--- src/rtl/rng_cmd_pkg.sv ---
// Shared encodings for the random number generator front end.
// Assumes an 8-bit byte-addressed register port with 32-bit words.
package rng_cmd_pkg;

    typedef enum logic [1:0] {
        SQ_SEED = 2'd0,
        SQ_IDLE = 2'd1,
        SQ_GEN  = 2'd2
    } seq_state_e;

    localparam logic [1:0] OP_NOP  = 2'd0;
    localparam logic [1:0] OP_RAND = 2'd1;
    localparam logic [1:0] OP_SEED = 2'd2;

    localparam logic [7:0] A_CMD    = 8'h00;
    localparam logic [7:0] A_STAT   = 8'h04;
    localparam logic [7:0] A_MODE   = 8'h08;
    localparam logic [7:0] A_IE     = 8'h10;
    localparam logic [7:0] A_ISTAT  = 8'h14;
    localparam logic [7:0] A_RES0   = 8'h20;
    localparam logic [7:0] A_RESEED = 8'h60;
    localparam logic [7:0] A_VER    = 8'hF0;

    localparam int STAT_SEEDED_BIT = 9;
    localparam int STAT_GEN_BIT    = 30;
    localparam int STAT_RESEED_BIT = 31;
    localparam int MODE_WIDE_BIT   = 3;
    localparam int IE_GLOBAL_BIT   = 31;

    localparam logic [31:0] VERSION_ID = 32'h0000_46BC;

endpackage

--- src/rtl/rng_lfsr_mix.sv ---
// Entropy mixer: a Fibonacci LFSR whose feedback is XORed with one
// entropy bit per clock. Steps every cycle. Assumes TAP_A/TAP_B < W-1.
// A zero next state is replaced by INIT so the output is never zero.
module rng_lfsr_mix #(
    parameter int          W     = 32,
    parameter int          TAP_A = 21,
    parameter int          TAP_B = 1,
    parameter logic [31:0] INIT  = 32'h1ACE_B00C
) (
    input  logic         clk,
    input  logic         rst_n,
    input  logic         ent_bit,
    output logic [W-1:0] state_o
);

    logic [W-1:0] s_q;
    logic [W-1:0] s_n;
    logic         fb;

    // Next state: shift in feedback mixed with entropy, avoid lock-up at zero.
    always_comb begin
        fb  = s_q[W-1] ^ s_q[TAP_A] ^ s_q[TAP_B] ^ s_q[0] ^ ent_bit;
        s_n = {s_q[W-2:0], fb};
        if (s_n == '0) begin
            s_n = W'(INIT);
        end
    end

    // State register.
    always_ff @(posedge clk) begin
        if (!rst_n) begin
            s_q <= W'(INIT);
        end else begin
            s_q <= s_n;
        end
    end

    assign state_o = s_q;

endmodule

--- src/rtl/rng_seq_ctrl.sv ---
// Sequencer: runs the initial seed, accepts pending commands when idle,
// writes one result word per generate cycle and tracks the request count
// for automatic reseeding. Assumes NWORDS is a power of two >= 2.
module rng_seq_ctrl
    import rng_cmd_pkg::*;
#(
    parameter int SEED_CYCLES = 16,
    parameter int NWORDS      = 8,
    parameter int CNT_W       = 16
) (
    input  logic                      clk,
    input  logic                      rst_n,
    input  logic [1:0]                cmd_pend,
    input  logic                      wide_req,
    input  logic [CNT_W-1:0]          reseed_limit,
    output seq_state_e                state_o,
    output logic                      seeded_o,
    output logic                      wide_o,
    output logic                      accept_o,
    output logic                      word_we_o,
    output logic [$clog2(NWORDS)-1:0] word_idx_o,
    output logic                      gen_done_o,
    output logic                      seed_done_o
);

    localparam int IDX_W = $clog2(NWORDS);
    localparam int SPAN  = (SEED_CYCLES > NWORDS) ? SEED_CYCLES : NWORDS;
    localparam int CYC_W = $clog2(SPAN) + 1;
    localparam int EXT_W = CNT_W + 1;
    localparam logic [CYC_W-1:0] SEED_LAST   = CYC_W'(SEED_CYCLES - 1);
    localparam logic [CYC_W-1:0] WIDE_LAST   = CYC_W'(NWORDS - 1);
    localparam logic [CYC_W-1:0] NARROW_LAST = CYC_W'(NWORDS / 2 - 1);

    seq_state_e       state_q;
    logic [CYC_W-1:0] cnt_q;
    logic             seeded_q;
    logic             wide_q;
    logic [CNT_W-1:0] req_q;
    logic [EXT_W-1:0] req_ext;
    logic [CNT_W-1:0] req_sat;
    logic             auto_go;

    // Decode of the current step: acceptance, word writes, end events.
    always_comb begin
        accept_o    = (state_q == SQ_IDLE) && ((cmd_pend == OP_RAND) || (cmd_pend == OP_SEED));
        word_we_o   = (state_q == SQ_GEN);
        word_idx_o  = cnt_q[IDX_W-1:0];
        gen_done_o  = (state_q == SQ_GEN) && (cnt_q == (wide_q ? WIDE_LAST : NARROW_LAST));
        seed_done_o = (state_q == SQ_SEED) && (cnt_q == SEED_LAST);
    end

    // Request count after the current request, saturating, and limit compare.
    always_comb begin
        req_ext = {1'b0, req_q} + EXT_W'(wide_q ? 2 : 1);
        req_sat = req_ext[CNT_W] ? '1 : req_ext[CNT_W-1:0];
        auto_go = (reseed_limit != '0) && (req_sat >= reseed_limit);
    end

    // Sequencer state, cycle counter, seeded flag, size latch, request count.
    always_ff @(posedge clk) begin
        if (!rst_n) begin
            state_q  <= SQ_SEED;
            cnt_q    <= '0;
            seeded_q <= 1'b0;
            wide_q   <= 1'b0;
            req_q    <= '0;
        end else begin
            case (state_q)
                SQ_SEED: begin
                    if (seed_done_o) begin
                        state_q  <= SQ_IDLE;
                        cnt_q    <= '0;
                        seeded_q <= 1'b1;
                        req_q    <= '0;
                    end else begin
                        cnt_q <= cnt_q + 1'b1;
                    end
                end
                SQ_IDLE: begin
                    cnt_q <= '0;
                    if (cmd_pend == OP_RAND) begin
                        state_q <= SQ_GEN;
                        wide_q  <= wide_req;
                    end else if (cmd_pend == OP_SEED) begin
                        state_q <= SQ_SEED;
                    end
                end
                SQ_GEN: begin
                    if (gen_done_o) begin
                        cnt_q   <= '0;
                        req_q   <= req_sat;
                        state_q <= auto_go ? SQ_SEED : SQ_IDLE;
                    end else begin
                        cnt_q <= cnt_q + 1'b1;
                    end
                end
                default: begin
                    state_q <= SQ_IDLE;
                    cnt_q   <= '0;
                end
            endcase
        end
    end

    assign state_o  = state_q;
    assign seeded_o = seeded_q;
    assign wide_o   = wide_q;

endmodule

--- src/rtl/rng_result_bank.sv ---
// Result word storage: NWORDS registers, one written per cycle by index.
// Reads are combinational; the upper half reads zero when hide_upper is set.
// Assumes NWORDS is a power of two.
module rng_result_bank #(
    parameter int NWORDS = 8,
    parameter int W      = 32
) (
    input  logic                      clk,
    input  logic                      rst_n,
    input  logic                      we,
    input  logic [$clog2(NWORDS)-1:0] widx,
    input  logic [W-1:0]              wdata,
    input  logic [$clog2(NWORDS)-1:0] ridx,
    input  logic                      hide_upper,
    output logic [W-1:0]              rdata
);

    localparam int IDX_W = $clog2(NWORDS);

    logic [NWORDS-1:0][W-1:0] bank;

    for (genvar g = 0; g < NWORDS; g++) begin : g_word
        logic [W-1:0] word_q;

        // Capture the mixer output when this word is the one being filled.
        always_ff @(posedge clk) begin
            if (!rst_n) begin
                word_q <= '0;
            end else if (we && (widx == IDX_W'(g))) begin
                word_q <= wdata;
            end
        end

        assign bank[g] = word_q;
    end

    // Read select with masking of the words a narrow request did not fill.
    always_comb begin
        if (hide_upper && (ridx >= IDX_W'(NWORDS / 2))) begin
            rdata = '0;
        end else begin
            rdata = bank[ridx];
        end
    end

endmodule

--- src/rtl/rng_irq_unit.sv ---
// Interrupt enable and status: status bits are set by sequencer events and
// cleared by writing ones; a set beats a clear in the same cycle.
module rng_irq_unit (
    input  logic       clk,
    input  logic       rst_n,
    input  logic       ie_we,
    input  logic [2:0] ie_wbits,
    input  logic       st_we,
    input  logic [1:0] st_clr,
    input  logic       set_ready,
    input  logic       set_seed,
    output logic       ie_glob,
    output logic       ie_seed,
    output logic       ie_ready,
    output logic [1:0] istat,
    output logic       irq
);

    logic [1:0] clr_mask;

    // Enable bits: {global, seed-done, ready}.
    always_ff @(posedge clk) begin
        if (!rst_n) begin
            ie_glob  <= 1'b0;
            ie_seed  <= 1'b0;
            ie_ready <= 1'b0;
        end else if (ie_we) begin
            ie_glob  <= ie_wbits[2];
            ie_seed  <= ie_wbits[1];
            ie_ready <= ie_wbits[0];
        end
    end

    // Clear mask from a status write.
    always_comb begin
        clr_mask = st_we ? st_clr : 2'b00;
    end

    // Status bits: write-one-to-clear, hardware set has priority.
    always_ff @(posedge clk) begin
        if (!rst_n) begin
            istat <= 2'b00;
        end else begin
            istat <= (istat & ~clr_mask) | {set_seed, set_ready};
        end
    end

    // Interrupt line.
    always_comb begin
        irq = ie_glob & ((ie_seed & istat[1]) | (ie_ready & istat[0]));
    end

endmodule

--- src/rtl/rng_cmd_core.sv ---
// Top of the random number generator front end: register decode, pending
// command, mode and reseed limit registers, and the read multiplexer.
// Assumes single-cycle writes and a combinational read path.
module rng_cmd_core
    import rng_cmd_pkg::*;
#(
    parameter int          ADDR_W      = 8,
    parameter int          SEED_CYCLES = 16,
    parameter int          NWORDS      = 8,
    parameter int          CNT_W       = 16,
    parameter logic [31:0] LFSR_INIT   = 32'h1ACE_B00C
) (
    input  logic              clk,
    input  logic              rst_n,
    input  logic              ent_bit,
    input  logic              wr_en,
    input  logic [ADDR_W-1:0] addr,
    input  logic [31:0]       wdata,
    output logic [31:0]       rdata,
    output logic              irq
);

    localparam int DW    = 32;
    localparam int IDX_W = $clog2(NWORDS);
    localparam int RES_END = int'(A_RES0) + 4 * NWORDS;

    seq_state_e        seq_state;
    logic              seeded;
    logic              wide_q;
    logic              accept;
    logic              word_we;
    logic [IDX_W-1:0]  word_idx;
    logic              gen_done;
    logic              seed_done;
    logic [1:0]        cmd_pend;
    logic              mode_wide;
    logic [CNT_W-1:0]  reseed_limit;
    logic [DW-1:0]     mix_word;
    logic [DW-1:0]     res_word;
    logic [IDX_W-1:0]  rd_idx;
    logic              in_res;
    logic              ie_glob;
    logic              ie_seed;
    logic              ie_ready;
    logic [1:0]        istat;
    logic              cmd_wr;
    logic              cmd_ok;

    // Write decode for the command register and command validity.
    always_comb begin
        cmd_wr = wr_en && (addr == ADDR_W'(A_CMD));
        cmd_ok = (wdata == 32'(OP_NOP)) || (wdata == 32'(OP_RAND)) || (wdata == 32'(OP_SEED));
    end

    // Pending command: a valid write replaces it, acceptance returns it to none.
    always_ff @(posedge clk) begin
        if (!rst_n) begin
            cmd_pend <= OP_NOP;
        end else if (cmd_wr && cmd_ok) begin
            cmd_pend <= wdata[1:0];
        end else if (accept) begin
            cmd_pend <= OP_NOP;
        end
    end

    // Mode and reseed limit registers.
    always_ff @(posedge clk) begin
        if (!rst_n) begin
            mode_wide    <= 1'b0;
            reseed_limit <= '0;
        end else if (wr_en) begin
            if (addr == ADDR_W'(A_MODE)) begin
                mode_wide <= wdata[MODE_WIDE_BIT];
            end
            if (addr == ADDR_W'(A_RESEED)) begin
                reseed_limit <= wdata[CNT_W-1:0];
            end
        end
    end

    rng_lfsr_mix #(
        .W    (DW),
        .TAP_A(21),
        .TAP_B(1),
        .INIT (LFSR_INIT)
    ) u_mix (
        .clk    (clk),
        .rst_n  (rst_n),
        .ent_bit(ent_bit),
        .state_o(mix_word)
    );

    rng_seq_ctrl #(
        .SEED_CYCLES(SEED_CYCLES),
        .NWORDS     (NWORDS),
        .CNT_W      (CNT_W)
    ) u_seq (
        .clk         (clk),
        .rst_n       (rst_n),
        .cmd_pend    (cmd_pend),
        .wide_req    (mode_wide),
        .reseed_limit(reseed_limit),
        .state_o     (seq_state),
        .seeded_o    (seeded),
        .wide_o      (wide_q),
        .accept_o    (accept),
        .word_we_o   (word_we),
        .word_idx_o  (word_idx),
        .gen_done_o  (gen_done),
        .seed_done_o (seed_done)
    );

    rng_result_bank #(
        .NWORDS(NWORDS),
        .W     (DW)
    ) u_bank (
        .clk       (clk),
        .rst_n     (rst_n),
        .we        (word_we),
        .widx      (word_idx),
        .wdata     (mix_word),
        .ridx      (rd_idx),
        .hide_upper(!wide_q),
        .rdata     (res_word)
    );

    rng_irq_unit u_irq (
        .clk      (clk),
        .rst_n    (rst_n),
        .ie_we    (wr_en && (addr == ADDR_W'(A_IE))),
        .ie_wbits ({wdata[IE_GLOBAL_BIT], wdata[1], wdata[0]}),
        .st_we    (wr_en && (addr == ADDR_W'(A_ISTAT))),
        .st_clr   (wdata[1:0]),
        .set_ready(gen_done),
        .set_seed (seed_done),
        .ie_glob  (ie_glob),
        .ie_seed  (ie_seed),
        .ie_ready (ie_ready),
        .istat    (istat),
        .irq      (irq)
    );

    // Result window decode: word-aligned offsets inside the result range.
    always_comb begin
        in_res = (addr >= ADDR_W'(A_RES0)) && (addr < ADDR_W'(RES_END)) && (addr[1:0] == 2'b00);
        rd_idx = IDX_W'((addr - ADDR_W'(A_RES0)) >> 2);
    end

    // Read multiplexer.
    always_comb begin
        rdata = '0;
        if (addr == ADDR_W'(A_CMD)) begin
            rdata = {30'b0, cmd_pend};
        end else if (addr == ADDR_W'(A_STAT)) begin
            rdata[STAT_RESEED_BIT] = (seq_state == SQ_SEED);
            rdata[STAT_GEN_BIT]    = (seq_state == SQ_GEN);
            rdata[STAT_SEEDED_BIT] = seeded;
        end else if (addr == ADDR_W'(A_MODE)) begin
            rdata[MODE_WIDE_BIT] = mode_wide;
        end else if (addr == ADDR_W'(A_IE)) begin
            rdata = {ie_glob, 29'b0, ie_seed, ie_ready};
        end else if (addr == ADDR_W'(A_ISTAT)) begin
            rdata = {30'b0, istat};
        end else if (addr == ADDR_W'(A_RESEED)) begin
            rdata = DW'(reseed_limit);
        end else if (addr == ADDR_W'(A_VER)) begin
            rdata = VERSION_ID;
        end else if (in_res) begin
            rdata = res_word;
        end
    end

endmodule

--- config.mk ---
export PLATFORM = sky130hd
export DESIGN_NAME = rng_cmd_core
export DESIGN_NICKNAME = d
export VERILOG_FILES = /design/src/rtl/rng_cmd_pkg.sv /design/src/rtl/rng_lfsr_mix.sv /design/src/rtl/rng_seq_ctrl.sv /design/src/rtl/rng_result_bank.sv /design/src/rtl/rng_irq_unit.sv /design/src/rtl/rng_cmd_core.sv
export SDC_FILE = /design/constraint.sdc
export NUM_CORES = 1
export LEC_CHECK = 0
export BUFFER_PORTS_ARGS = -buffer_cell sky130_fd_sc_hd__buf_2
export CORE_UTILIZATION = 50
export DETAILED_ROUTE_END_ITERATION = 8
export HOLD_SLACK_MARGIN = 0.15
export PLACE_DENSITY = 0.69
export SYNTH_ARGS = -nofsm -noshare
export SYNTH_HDL_FRONTEND = slang
export SYNTH_HIERARCHICAL = 1
export SYNTH_SLANG_ARGS = --single-unit
export TNS_END_PERCENT = 5
--- constraint.sdc ---
create_clock -name clk -period 7.5 [get_ports clk]
set_input_delay 0.75 -clock clk [delete_from_list [all_inputs] [get_ports clk]]
set_output_delay 0.75 -clock clk [all_outputs]
set_load 0.01 [all_outputs]
==> key figures, run 1 <==
Timing
  – Rel. slew slack: 0.273
  – Minimum clock period: 3.96 ns
  – Worst-Margin Slew: 1.09 ns
  – Fin crit share: 0.529
  – Unrepaired setup endpoints after global routing: false
  – Max Freq: 0.252 GHz
  – Fin Hold WS: roughly 0.45 ns
  – Fin. max-slew vios: 0
  – Setup Total Neg Slack: 0 ns
  – Clock Skew: 0.00881 ns
  – Hold Vio Cnt, Final: 0
  – Final setup vio count: 0

Setup path
  – Slack of the worst reg-to-reg path: 3.54 ns
  – Critical path type: reg -> reg
  – FF-to-FF End: u_seq/state_o[0]
  – Worst r2r path cells: 14
  – CP endpoint kind: flop
  – Crit path DAT: 4.42 ns
  – Worst r2r src: u_seq/wide_o
  – Crit path launch type: flop
  – Crit-path max FO: 16
  – Critical path capture point: u_seq/state_o[0]
  – CP Launch Point: u_seq/wide_o
  – Required time of the critical path: 7.96 ns

Power
  – Logic gate share of total power: 0.045
  – Worst vdd ir: 0.000159 V
  – Switch share: 0.228
  – Leakage: 0.00649 uW
  – Psw: 894 uW
  – PwrDens: between 200 and 250 nW/um2
  – Sequential power share: 0.475
  – Cell-internal power: 3030 uW
  – Clock network fraction of total power: 0.479

Placement
  – RePlAce Congestion: 0.915
  – HPWL Detailed: roughly 27000 um
  – Post-DP Area: 17100 um2
  – I/O Buffers: 76
  – Dpl cells: roughly 2300

Clock tree
  – CTS tree: built
  – Worst-Skew Late Latency: roughly 0.53 ns
  – Clk buf depth: 3
  – Postcts setup bufs: 0
  – Num Clock Sinks: 337
  – CTS Root Cell: clkbuf_16
  – Hold buffer count at CTS: 0
  – Clock Pin Slew Worst Setup and Hold Paths: 0.06 ns
  – CTS Buf Count: 37
  – H-tree Lvls: 2
  – CTS resizes: 0

Synth
  – Gate count of the mapped netlist: 1955
  – EDFF count, synth: 0
  – Synthesized flop and latch total: 337
  – Cell variety after synth: 83
  – Ys Warns: 6
  – Post-synthesis net count: 2025
  – Asr flop ratio synth: 0
  – Synth Flop Type: dfxtp_1
  – Synth Cell Area: 17000 um2
  – Sequential share of the synthesized area: 0.396
  – Avg Cell Area, Syn: 8.71 um2

Global routing
  – First-pass GRT wire length: 72600 um
  – Congestion Overflow GR: 0
  – Largest net degree at the start of global routing: 129
  – Global-route total usage across every layer: 0.261
  – Initial antenna violation count: 0
  – Vias in the first global route: roughly 13000

Worst hold path
  – Hold Crit Class: reg -> reg
  – Hold Path Depth: 2

Cells and area
  – Final cell count without fillers: 2390
  – Area delta synth->final: 7.72%
  – Final cell utilization of the core: 0.547
  – Final #Nets: slightly below 2000
  – Final instance area: about 18000 um2
  – Share of layout cells above drive strength 1: 0.144
  – ANT cells: 0

Status
  – Status: completed

Detailed routing
  – Total Wirelength: 46400 um
  – Via density: 5.80
  – Post-route ant nets: 0
  – Routed length per instance: 19.4 um
  – 1st-iter DRT viols: 1238
  – Via count: between 10000 and 15000
  – Drt pass-1 iters: 5
  – DRC errors left: 0

Floorplanning
  – Die Span Y: about 190 um
  – Row cnt: 67
  – Die W: 187 um
  – Starting Density: 0.508
  – # IOs: 77
  – DIE AREA: between 30000 and 40000 um2
  – Core area: 33500 um2

Flow run
  – Maxcap violations: 0
==> how the worst min path moves through the flow <==
stage | end | slack, ns | from
final | u_bank/g_word[1].word_q[22] | 0.45 | u_bank/g_word[1].word_q[22]
after global routing | u_bank/g_word[6].word_q[23] | 0.46 | u_bank/g_word[6].word_q[23]
after CTS | u_bank/g_word[1].word_q[22] | 0.45 | u_bank/g_word[1].word_q[22]
after detailed placement | u_bank/g_word[1].word_q[22] | 0.44 | u_bank/g_word[1].word_q[22]
after global placement | u_bank/g_word[4].word_q[2] | 0.44 | u_bank/g_word[4].word_q[2]
after floorplan | u_seq/cnt_q[0] | 0.43 | u_seq/cnt_q[0]
==> kinds of logic after synthesis <==
logic type / after synthesis / share of synthesized area
AND/OR/NAND/NOR: 787 / 0.220
AO/OA/AOI/OAI: 427 / 0.194
flip-flops: 337 / 0.396
buffers and inverters: 211 / 0.0721
multiplexers: 151 / 0.0888
adder cells (fa/ha/maj): 26 / 0.0195
XOR/XNOR: 16 / 0.00904
==> state kept, by name (all words and copies together), names as in the netlist <==
signal and cells:
u_seq/wide_o 1, cmd_pend 2, u_irq/istat 2, mode_wide 1, u_seq/req_q 16, u_seq/cnt_q 5, reseed_limit 16, u_seq/state_o 2
u_bank/g_word.word_q 256, u_seq/seeded_o 1, u_irq/ie_seed 1, u_mix/state_o 32, u_irq/ie_ready 1, u_irq/ie_glob 1
==> layout by cell type, fill, tap and decap left out, types with 14 or more instances in the layout <==
master	netlist	layout
nand2_1	493	493
nand2_2	59	59
nand3_1	15	15
dfxtp_1	337	337
buf_4	40	23
nor3_1	14	14
ha_1	25	25
buf_2	38	74
clkbuf_16	0	37
nor2_1	37	37
a21oi_1	24	24
a21boi_0	19	19
nor4_1	20	20
nor2b_1	26	26
a21boi_2	30	30
nand3b_1	18	18
mux2i_1	150	150
and2_1	36	36
o21ai_0	25	25
inv_1	31	31
o221ai_1	32	32
o22a_1	32	32
a21boi_1	210	210
==> routing by layer <==
| layer | vias up | global-route usage | routed length, um |
|---|---|---|---|
| li1 | 6584 | - | - |
| met1 | 6689 | 0.363 | 20900 |
| met2 | 486 | 0.411 | 20800 |
| met3 | 93 | 0.0404 | 3310 |
| met4 | 0 | 0.0892 | 1360 |
| met5 | - | 0 | 0 |
==> per-stage QoR <==
step                      setup WS [ns]  power [uW]
final                              3.54        3920
after global routing               3.29        4040
after CTS                          3.55        3950
after detailed placement           3.56        2080
after global placement             3.58        2080
after floorplan                    4.25        2030
==> synthesized netlist by cell type, types with 20 or more instances <==
master	n	area share
nand2_1	493	0.11
ha_1	25	0.018
mux2i_1	150	0.088
a21oi_1	24	0.0071
nor2_1	37	0.0082
nor4_1	20	0.0073
clkbuf_1	73	0.016
o22a_1	32	0.016
a21boi_2	30	0.020
nand2_2	59	0.022
nor2b_1	26	0.0096
buf_2	38	0.011
inv_1	31	0.0068
o221ai_1	32	0.016
and2_1	36	0.013
buf_4	40	0.018
a21boi_1	210	0.093
buf_6	25	0.017
dfxtp_1	337	0.40
o21ai_0	25	0.0073
==> worst max-delay path: stages, from the launching register on <==
cell and delay, ns:
dfxtp_1 0.48, inv_1 0.14, ha_1 0.24, inv_1 0.08, fa_1 0.25, and3b_1 0.26
nand3_2 0.20, or2_0 0.66, o21ai_0 0.31, ha_1 0.37, and3_1 0.18, o311a_1 0.33
o21ai_0 0.16, a31oi_1 0.09, o21ai_0 0.14
==> power by group through the flow <==
stage               combinational (uW)  sequential, uW  clock, uW
detailed placement                 176            1900          0
CTS                                177            1860       1910
global placement                   175            1900          0
floorplan                          178            1860          0
finish                             178            1860       1880
global route                       190            1870       1980
==> cell type report <==
cell class | count | area [um2]
clock inverter | 13 | 163
sequential | 337 | 6750
fill | 3078 | 15200
multi-input combinational | 1407 | 9080
timing repair buffer | 99 | 566
clock buffer | 55 | 1110
tap | 448 | 561
inverter | 31 | 116
(Power assumes the default switching activity.)
==> run 2, diff against run 1 <==
- ABC_AREA: default -> 1
- clock period: 7.5 -> 4 ns (I/O delays scaled with it)
==> run 2 against run 1 <==
  * Via count rose by 20%
  * Clock power rose by 100%
  * Utilization rose by 2.0 points
  * Sequential power rose by 85%
  * Synthesized cell count rose by 38%
  * Global-route usage rose by 2.6 points
  * Sequential share of layout area fell by 1.3 points
  * Highest routed layer unchanged
==> key figures, run 2 <==
Clock tree
  – H-tree Lvls: 2
  – Num Clock Sinks: ~340
  – CTS Root Cell: clkbuf_16
  – Clk buf depth: 3
  – Hold buffer count at CTS: 13
  – CTS resizes: 0
  – CTS tree: built
  – Clock Pin Slew Worst Setup and Hold Paths: 0.06 ns
  – Worst-Skew Late Latency: 0.54 ns
  – Postcts setup bufs: 0
  – CTS Buf Count: 39

Setup path
  – Critical path type: reg -> out
  – CP endpoint kind: output port
  – Crit-path max FO: 21
  – Crit path launch type: flop
  – Required time of the critical path: roughly 3.6 ns
  – Crit path DAT: 2.70 ns

Floorplanning
  – DIE AREA: 34900 um2
  – Die Span Y: 187 um
  – # IOs: 77
  – Die W: ~190 um
  – Row cnt: 67
  – Starting Density: 0.509
  – Core area: 33500 um2

Flow run
  – Maxcap violations: 0

Synth
  – Synth Cell Area: 17100 um2
  – Dominant cells by area after synthesis: dfxtp_1, nor2_1, nand2_1
  – Gate count of the mapped netlist: 2693
  – Commonest cells post-synth: nor2_1, nand2_1, inv_1
  – Sequential share of the synthesized area: 0.395
  – Ys Warns: 6
  – Cell variety after synth: 42
  – Synth Flop Type: dfxtp_1
  – Most common cell in the synthesized netlist: nor2_1
  – Asr flop ratio synth: 0
  – EDFF count, synth: 0
  – Largest area contributor in the netlist: dfxtp_1
  – Share of the synthesized area in the top cell type: 0.395
  – Synthesized flop and latch total: 337
  – Post-synthesis net count: 2763
  – Avg Cell Area, Syn: 6.34 um2

Power
  – Worst vdd ir: ~0.00028 V
  – Power, Total: 7710 uW
  – PwrDens: 406 nW/um2
  – Leakage: roughly 0.0083 uW

Global routing
  – Congestion Overflow GR: 0
  – Vias in the first global route: 15300
  – Largest net degree at the start of global routing: around 130
  – Global-route total usage across every layer: 0.287
  – Initial antenna violation count: 0
  – First-pass GRT wire length: ~81000 um

Cells and area
  – Area of the multi-input gates: 8160 um2
  – Area delta synth->final: 11.3%
  – Max FFs per register: 256
  – Storage element area: 6750 um2
  – ANT cells: 0
  – Most common cell after layout, fill and taps aside: nor2_1
  – Top reg by flops: u_bank/g_word.word_q
  – Final #Nets: 2775
  – Fillcell total: 3340
  – Highest-count cells in the layout ignoring fill and taps: nor2_1, nand2_1, inv_1, dfxtp_1, o21ai_0
  – Share of layout cells above drive strength 1: 0.0820

Worst hold path
  – Hold Crit Class: in -> reg

Detailed routing
  – Via density: 5.21
  – Total Wirelength: 50400 um
  – DRC errors left: 0
  – Post-route ant nets: 0
  – Routed length per instance: between 15 and 20 um
  – Via count: 16600
  – 1st-iter DRT viols: 1362
  – Drt pass-1 iters: 5

Timing
  – Worst-Margin Slew: ~0.94 ns
  – Rel. slew slack: 0.373
  – Final setup vio count: 0
  – Clock Skew: 0.0180 ns
  – Fin. max-slew vios: 0
  – Hold Vio Cnt, Final: 0
  – Minimum clock period: 3.10 ns
  – Setup Total Neg Slack: 0 ns
  – Fin Hold WS: 0.161 ns
  – Unrepaired setup endpoints after global routing: false
  – Max Freq: 0.322 GHz
  – Fin crit share: 0.776

Placement
  – I/O Buffers: 76
  – HPWL Detailed: ~29000 um
  – RePlAce Congestion: slightly below 0.9

Status
  – Status: completed
run 2: changes by cell type in the layout (fill, tap and decap cells not counted), moves of 150 or more:
cell | before | now
nor2_1 | 37 | 619
mux2i_1 | 150 | 0
a21boi_1 | 210 | 1
inv_1 | 31 | 373
nand3_1 | 15 | 170
o21ai_0 | 25 | 271
run 2: per-stage QoR:
step	utilization	setup WS, ns	cells	area, um2
floorplan	-	1.37	2693	17100
global placement	0.522	1.14	3099	17500
detailed placement	0.522	1.01	3099	17500
CTS	0.567	0.942	3181	19000
global route	0.567	0.743	3181	19000
finish	0.567	0.895	3181	19000
run 2: critical path, cell delays in order (launching register included):
cell     delay (ns)
dfxtp_1        0.41
inv_1          0.14
nor2_4         0.67
buf_4          0.36
nand2_1        0.10
nand2_1        0.13
nand2_1        0.09
nand3_1        0.12
buf_2          0.15
run 2: final timing paths:
check	startpoint	end	slack (ns)	cells past startpoint
hold / removal	wdata[4]	reseed_limit[4]	0.16	3
setup / recovery	u_seq/wide_o	rdata[5]	0.90	8
setup reg to reg	u_seq/wide_o	u_seq/state_o[0]	1.01	19
hold reg to reg	u_seq/req_q[0]	u_seq/req_q[0]	0.48	2
run 2: final cells by class:
type | instances | share of cell area
sequential | 337 | 0.355
clock inverter | 15 | 0.0119
multi-input combinational | 1826 | 0.430
inverter | 391 | 0.0774
tap | 448 | 0.0295
clock buffer | 54 | 0.0602
timing repair buffer | 110 | 0.0363
run 2: metal layers:
layer  global-route usage  share of wire
met5                    0              0
met4                0.100          0.026
met3               0.0325          0.074
met2                0.476           0.46
met1                0.387           0.44
run 2: logic make-up (layout without fill, tap and decap cells):
family          Yosys count  after routing  share of synthesized area
flops                   337            337                      0.395
buf+inv                 530            570                      0.127
compound gates          336            336                      0.101
xor+xnor                  7              7                    0.00359
fa+ha+maj                26             26                     0.0195
simple gates           1457           1457                      0.354
run 2: report_power, final:
group | internal, uW | leakage, uW | switching (uW)
clock network | 2320 | 0.000666 | 1450
logic | 159 | 0.00495 | 325
registers | 3380 | 0.00272 | 69.5
total | 5870 | 0.00834 | 1850
